### config.mk
export PLATFORM = sky130hd
export DESIGN_NAME = btn_status_unit
export DESIGN_NICKNAME = d
export VERILOG_FILES = /design/src/rtl/btn_pkg.sv /design/src/rtl/btn_dir_filter.sv /design/src/rtl/btn_regs.sv /design/src/rtl/btn_irq_eval.sv /design/src/rtl/btn_status_unit.sv
export SDC_FILE = /design/constraint.sdc
export NUM_CORES = 1
export LEC_CHECK = 0
export ABC_CLOCK_PERIOD_IN_PS = 1610
export BUFFER_PORTS_ARGS = -buffer_cell sky130_fd_sc_hd__buf_2
export CORE_UTILIZATION = 50
export CTS_CLUSTER_SIZE = 40
export DETAILED_ROUTE_END_ITERATION = 10
export PLACE_DENSITY = 0.88
export SLEW_MARGIN = 20
export SYNTH_ARGS = -nofsm -noshare
export SYNTH_HDL_FRONTEND = slang
export SYNTH_SLANG_ARGS = --single-unit
export TNS_END_PERCENT = 5
### constraint.sdc
create_clock -name clk -period 1.61 [get_ports clk]
set_input_delay 0.322 -clock clk [delete_from_list [all_inputs] [get_ports clk]]
set_output_delay 0.322 -clock clk [all_outputs]
set_load 0.005 [all_outputs]
### src/rtl/btn_pkg.sv
package btn_pkg;

  // Register selection on the one-bit bus address
  typedef enum logic {
    SEL_STATUS = 1'b0,
    SEL_CTRL   = 1'b1
  } btn_reg_sel_e;

  // Control word field positions (fixed: software decodes them)
  localparam int CTRL_EN_BIT  = 14;
  localparam int CTRL_AND_BIT = 15;

  // Decoded view of the control word
  typedef struct packed {
    logic enable;
    logic and_mode;
  } btn_irq_mode_t;

endpackage

### src/rtl/btn_dir_filter.sv
module btn_dir_filter #(
  parameter int N_KEYS    = 10,
  parameter int N_PAIRS   = 2,
  parameter int PAIR_BASE = 4
) (
  input  logic [N_KEYS-1:0] keys,
  input  logic              allow_opposing,
  output logic [N_KEYS-1:0] keys_filt
);

  localparam int PAIR_TOP = PAIR_BASE + 2 * N_PAIRS;

  logic [N_PAIRS-1:0] pair_kill;

  // One kill flag per opposing pair
  for (genvar p = 0; p < N_PAIRS; p++) begin : g_pair
    localparam int LO = PAIR_BASE + 2 * p;
    assign pair_kill[p] = ~allow_opposing & keys[LO] & keys[LO+1];
  end

  // Pair bits are masked by their kill flag, the rest pass straight through
  for (genvar i = 0; i < N_KEYS; i++) begin : g_bit
    if (i >= PAIR_BASE && i < PAIR_TOP) begin : g_paired
      assign keys_filt[i] = keys[i] & ~pair_kill[(i - PAIR_BASE) / 2];
    end else begin : g_plain
      assign keys_filt[i] = keys[i];
    end
  end

endmodule

### src/rtl/btn_regs.sv
module btn_regs
  import btn_pkg::*;
#(
  parameter int N_KEYS = 10,
  parameter int DATA_W = 16
) (
  input  logic              clk,
  input  logic              rst_n,
  input  logic              bus_wr,
  input  logic              bus_rd,
  input  logic              bus_addr,
  input  logic [DATA_W-1:0] bus_wdata,
  input  logic [N_KEYS-1:0] status,
  output logic [DATA_W-1:0] ctrl,
  output logic [DATA_W-1:0] bus_rdata,
  output logic              bus_rvalid
);

  function automatic logic [DATA_W-1:0] ctrl_mask_f();
    logic [DATA_W-1:0] m;
    m = '0;
    for (int i = 0; i < N_KEYS; i++) m[i] = 1'b1;
    m[CTRL_EN_BIT]  = 1'b1;
    m[CTRL_AND_BIT] = 1'b1;
    return m;
  endfunction

  localparam logic [DATA_W-1:0] CTRL_MASK = ctrl_mask_f();

  btn_reg_sel_e sel;
  logic [DATA_W-1:0] rd_mux;

  assign sel = btn_reg_sel_e'(bus_addr);

  always_comb begin
    rd_mux = '0;
    if (sel == SEL_CTRL) rd_mux = ctrl;
    else                 rd_mux[N_KEYS-1:0] = status;
  end

  always_ff @(posedge clk) begin
    if (!rst_n) begin
      ctrl       <= '0;
      bus_rdata  <= '0;
      bus_rvalid <= 1'b0;
    end else begin
      bus_rvalid <= bus_rd;
      if (bus_rd) bus_rdata <= rd_mux;
      // Status writes have no target: only the control word is writable
      if (bus_wr && sel == SEL_CTRL) ctrl <= bus_wdata & CTRL_MASK;
    end
  end

  a_r7_ctrl_masked_store: assert property (@(posedge clk) disable iff (!rst_n)
    (bus_wr && bus_addr) |=> (ctrl == ($past(bus_wdata) & CTRL_MASK)));

  a_r8_status_write_ignored: assert property (@(posedge clk) disable iff (!rst_n)
    (bus_wr && !bus_addr) |=> $stable(ctrl));

  a_r2_rvalid_one_cycle: assert property (@(posedge clk) disable iff (!rst_n)
    bus_rd |=> bus_rvalid);

  a_r2_no_spurious_rvalid: assert property (@(posedge clk) disable iff (!rst_n)
    !bus_rd |=> !bus_rvalid);

endmodule

### src/rtl/btn_irq_eval.sv
module btn_irq_eval
  import btn_pkg::*;
#(
  parameter int N_KEYS = 10,
  parameter int DATA_W = 16
) (
  input  logic              clk,
  input  logic              rst_n,
  input  logic [N_KEYS-1:0] keys_filt,
  input  logic [DATA_W-1:0] ctrl,
  output logic              irq
);

  btn_irq_mode_t     mode;
  logic [N_KEYS-1:0] sel;
  logic [N_KEYS-1:0] hit;
  logic              any_hit;
  logic              all_hit;
  logic              cond;
  logic              cond_q;

  assign mode.enable   = ctrl[CTRL_EN_BIT];
  assign mode.and_mode = ctrl[CTRL_AND_BIT];
  assign sel           = ctrl[N_KEYS-1:0];
  assign hit           = keys_filt & sel;
  assign any_hit       = |hit;
  assign all_hit       = any_hit && (hit == sel);

  always_comb begin
    cond = 1'b0;
    if (mode.enable) cond = mode.and_mode ? all_hit : any_hit;
  end

  always_ff @(posedge clk) begin
    if (!rst_n) begin
      cond_q <= 1'b0;
      irq    <= 1'b0;
    end else begin
      cond_q <= cond;
      irq    <= cond & ~cond_q;
    end
  end

  a_r11_single_cycle_pulse: assert property (@(posedge clk) disable iff (!rst_n)
    irq |=> !irq);

  a_r12_disabled_silent: assert property (@(posedge clk) disable iff (!rst_n)
    !ctrl[CTRL_EN_BIT] |=> !irq);

  a_r10_empty_and_silent: assert property (@(posedge clk) disable iff (!rst_n)
    (ctrl[CTRL_AND_BIT] && sel == '0) |=> !irq);

endmodule

### src/rtl/btn_status_unit.sv
module btn_status_unit
  import btn_pkg::*;
#(
  parameter int N_KEYS    = 10,
  parameter int DATA_W    = 16,
  parameter int N_PAIRS   = 2,
  parameter int PAIR_BASE = 4
) (
  input  logic              clk,
  input  logic              rst_n,
  input  logic [N_KEYS-1:0] key_pressed,
  input  logic              allow_opposing,
  input  logic              bus_wr,
  input  logic              bus_rd,
  input  logic              bus_addr,
  input  logic [DATA_W-1:0] bus_wdata,
  output logic [DATA_W-1:0] bus_rdata,
  output logic              bus_rvalid,
  output logic              key_irq
);

  logic [N_KEYS-1:0] keys_q;
  logic [N_KEYS-1:0] keys_filt;
  logic [N_KEYS-1:0] status;
  logic [DATA_W-1:0] ctrl;

  always_ff @(posedge clk) begin
    if (!rst_n) keys_q <= '0;
    else        keys_q <= key_pressed;
  end

  btn_dir_filter #(
    .N_KEYS   (N_KEYS),
    .N_PAIRS  (N_PAIRS),
    .PAIR_BASE(PAIR_BASE)
  ) u_filter (
    .keys          (keys_q),
    .allow_opposing(allow_opposing),
    .keys_filt     (keys_filt)
  );

  // Active-low presentation
  assign status = ~keys_filt;

  btn_regs #(
    .N_KEYS(N_KEYS),
    .DATA_W(DATA_W)
  ) u_regs (
    .clk       (clk),
    .rst_n     (rst_n),
    .bus_wr    (bus_wr),
    .bus_rd    (bus_rd),
    .bus_addr  (bus_addr),
    .bus_wdata (bus_wdata),
    .status    (status),
    .ctrl      (ctrl),
    .bus_rdata (bus_rdata),
    .bus_rvalid(bus_rvalid)
  );

  btn_irq_eval #(
    .N_KEYS(N_KEYS),
    .DATA_W(DATA_W)
  ) u_irq (
    .clk      (clk),
    .rst_n    (rst_n),
    .keys_filt(keys_filt),
    .ctrl     (ctrl),
    .irq      (key_irq)
  );

  for (genvar p = 0; p < N_PAIRS; p++) begin : g_pair_chk
    localparam int LO = PAIR_BASE + 2 * p;
    // a forbidden pair never shows both buttons as pressed
    a_r3_pair_not_both_low: assert property (@(posedge clk) disable iff (!rst_n)
      !allow_opposing |-> (status[LO] | status[LO+1]));
  end

  a_r5_allow_is_transparent: assert property (@(posedge clk) disable iff (!rst_n)
    allow_opposing |-> (status == ~keys_q));

endmodule

==> flow_metrics.tcl <==
set metrics [dict create \
    finalHoldViolations 0 \
    period_share 0.800 \
    fin_skew_ns 0.00870 \
    end_kind "flop" \
    seq_area_um2 741 \
    max_cap_viol_count 0 \
    critPathKind "reg -> reg" \
    synth-compound-area-share 0.191 \
    synth.distinct_cells 30 \
    path_depth 5 \
    synth_top_area_cell "dfxtp_1" \
    ir_drop_mv 0.631 \
    p_switching_uw 422 \
    rr_worst_depth 5 \
    finalWorstSetupSlack_ns 0.321 \
    seqPwrFrac 0.571 \
    coreArea_um2 3050 \
    synthSimpleGateAreaFrac 0.212 \
    drive_gt1_frac 0.274 \
    ys_seq_area_frac 0.463 \
    grt_pass1_wl_mm 4.84 \
    hold_buffers 0 \
    yosys.area_share.adder 0 \
    critPathBufInv 1 \
    netlist_top_cells_count "dfxtp_1 (37), nand2_1 (31), a21boi_0 (14)" \
    avgViaCountPerCell 4.80 \
    start_kind "flop" \
    ys_seq_elements 37 \
    grt_usage 0.190 \
    hold_path.class "in -> reg" \
    syn_area_um2 1600 \
    synthMuxAreaShare 0.0695 \
    hold_depth 2 \
    yosys_warnings 0 \
    nets 250 \
    grt-ovfl-total 0 \
    syn2layout_area_growth_pct 18.4 \
    drv_slew 0 \
    synth-xor-area-share 0 \
    async_flop_share 0 \
    tritoncts "yes" \
    violations "DRC" \
    synthCells 177 \
    synth_edf_count 0 \
    cts.sinks 37 \
    clock.fmax_mhz 776 \
    min_period_ns 1.29 \
    cpPeakStageDelay_ns 0.40 \
    std_cell_rows 20 \
    swShare 0.242 \
    die_w_um 58.6 \
    cp_cell_sequence "inv_1 > o21ai_1 > o2111ai_1 > o211ai_2 > nor2_1" \
    dr_total_vias 1263 \
    avgSynthCellArea_um2 9.05 \
    powerDensity_nw_per_um2 919 \
    gp_congestion 0.865 \
    comb_power_share 0.117 \
    postCtsSetupBuffers 0 \
    dr.pass1.iters 7 \
    clkPwrFrac 0.312 \
    crit_fanout 4 \
    rsz0062_at_grt "no" \
    h-tree-depth 2 \
    post_cts_resized 0 \
    synth_top_family_by_area "simple AND/OR/NAND/NOR gates" \
    leakagePower_nw 0.834 \
    drtIter0Drc 41 \
    cp_top_family "compound AO/OA/AOI/OAI gates" \
    nFillCells 300 \
    clk_path_buf_depth 2 \
    place_hpwl_mm 2.20 \
    postRouteAntennaNets 0 \
    cts-root-buf "clkbuf_4" \
    clock_latency_ns 0.34 \
    multi_input_area_um2 772 \
    drt_wl_total_mm 2.94 \
    diodes 0 \
    synth-main-ff-cell "dfxtp_1" \
    cts_made_buffers 5 \
    setup_viol 0 \
    synth_top_area_share 0.463 \
    intPower_mw 1.32 \
    initial_utilization 0.525 \
    clk_pin_slew_ns 0.11 \
    grt_pass1_vias 1081 \
    antenna_found_initial 0 \
    fp.dieH_um 58.6 \
    arrival_ns 1.53 \
    routedWlPerCell_um 11.2 \
    slowest_stage "dfxtp_1" \
    fin_setup_tns_ns 0 \
    status "finished, violations left" \
    portBuffers 41 \
    worstPathRequired_ns 1.85 \
    route.detailed.drc 1 \
    grt_max_degree 23 \
    yosys.cell_count.top_type "dfxtp_1" \
    io_pins 50 \
    synth.area.top_cells "dfxtp_1 (46%), nand2_1 (7.3%), a21boi_0 (6.6%)" \
    fp.dieArea_um2 3430 \
    place_ws_ns 0.271 \
]
[cell families after synthesis]
family          Yosys count
mux                      11
buf+inv                  21
simple gates             67
compound gates           40
flops                    37
other cells               1
[per-layer routing]
| metal | share of wire | global-route usage | vias up | wire length [um] |
|---|---|---|---|---|
| li1 | - | - | 665 | - |
| met1 | 0.50 | 0.244 | 555 | 1470 |
| met2 | 0.43 | 0.296 | 38 | 1260 |
| met3 | 0.056 | 0.0593 | 5 | 166 |
| met4 | 0.017 | 0.0816 | 0 | 50 |
| met5 | 0 | 0 | - | 0 |
[final cells by class]
class / count / share of cell area
tap: 44 / 0.0290
clock buffer: 7 / 0.0343
sequential: 37 / 0.391
inverter: 8 / 0.0158
multi-input combinational: 122 / 0.407
clock inverter: 1 / 0.00264
timing repair buffer: 44 / 0.120
[cell usage in the layout (no fill, tap or decap)]
| master | instances |
|---|---|
| a21o_1 | 3 |
| buf_2 | 41 |
| o21ai_1 | 1 |
| mux2i_1 | 10 |
| a21boi_0 | 14 |
| nand2_1 | 31 |
| a22oi_1 | 3 |
| o2111ai_1 | 1 |
| a21oi_1 | 3 |
| a21boi_2 | 2 |
| clkbuf_4 | 5 |
| dfxtp_1 | 37 |
| a2111oi_4 | 1 |
| nor2_1 | 1 |
| nor2b_1 | 10 |
| nor3_1 | 1 |
| nand2b_2 | 2 |
| mux2_2 | 1 |
| nand3_1 | 6 |
| clkbuf_8 | 2 |
| conb_1 | 4 |
| nor3_2 | 1 |
| and2_1 | 12 |
| a21boi_1 | 2 |
| o21ai_0 | 6 |
| or2b_1 | 1 |
| clkinv_2 | 1 |
| inv_1 | 8 |
| o211ai_2 | 1 |
| nand2b_1 | 2 |
| o22ai_1 | 3 |
| buf_4 | 3 |
[registers in the layout, indices dropped and copies added (netlist names)]
register,flops
u_regs.bus_rdata,12
u_irq.irq,1
u_regs.ctrl,12
u_irq.cond_q,1
u_regs.bus_rvalid,1
keys_q,10
[power by group through the flow]
stage / clock network (mW) / logic, mW / registers, mW
finish: 0.543 / 0.204 / 0.995
global route: 0.602 / 0.229 / 1.00
CTS: 0.556 / 0.205 / 0.994
detailed placement: 0 / 0.205 / 1.02
global placement: 0 / 0.200 / 1.01
floorplan: 0 / 0.138 / 1.01
[worst reg2reg max path, stage by stage, from the launching register on]
cell       delay, ns
dfxtp_1         0.40
inv_1           0.06
o21ai_1         0.28
o2111ai_1       0.17
o211ai_2        0.22
nor2_1          0.06
[worst paths after layout]
check,startpoint,end,slack [ns]
setup reg to reg,keys_q[5],u_irq.cond_q,0.32
hold reg to reg,u_irq.cond_q,u_irq.irq,0.43
setup / recovery,keys_q[5],u_irq.cond_q,0.32
hold / removal,key_pressed[6],keys_q[6],0.18
[metrics by stage]
step	instances	hold WS [ns]	util	total power [mW]	instance area, um2
global route	263	0.159	0.621	1.83	1900
detailed placement	255	0.409	0.598	1.22	1830
global placement	255	0.393	0.598	1.21	1830
CTS	263	0.171	0.621	1.76	1900
finish	263	0.180	0.621	1.74	1900
floorplan	180	0.388	-	1.15	1610
Power figures use the tool's default switching activity.
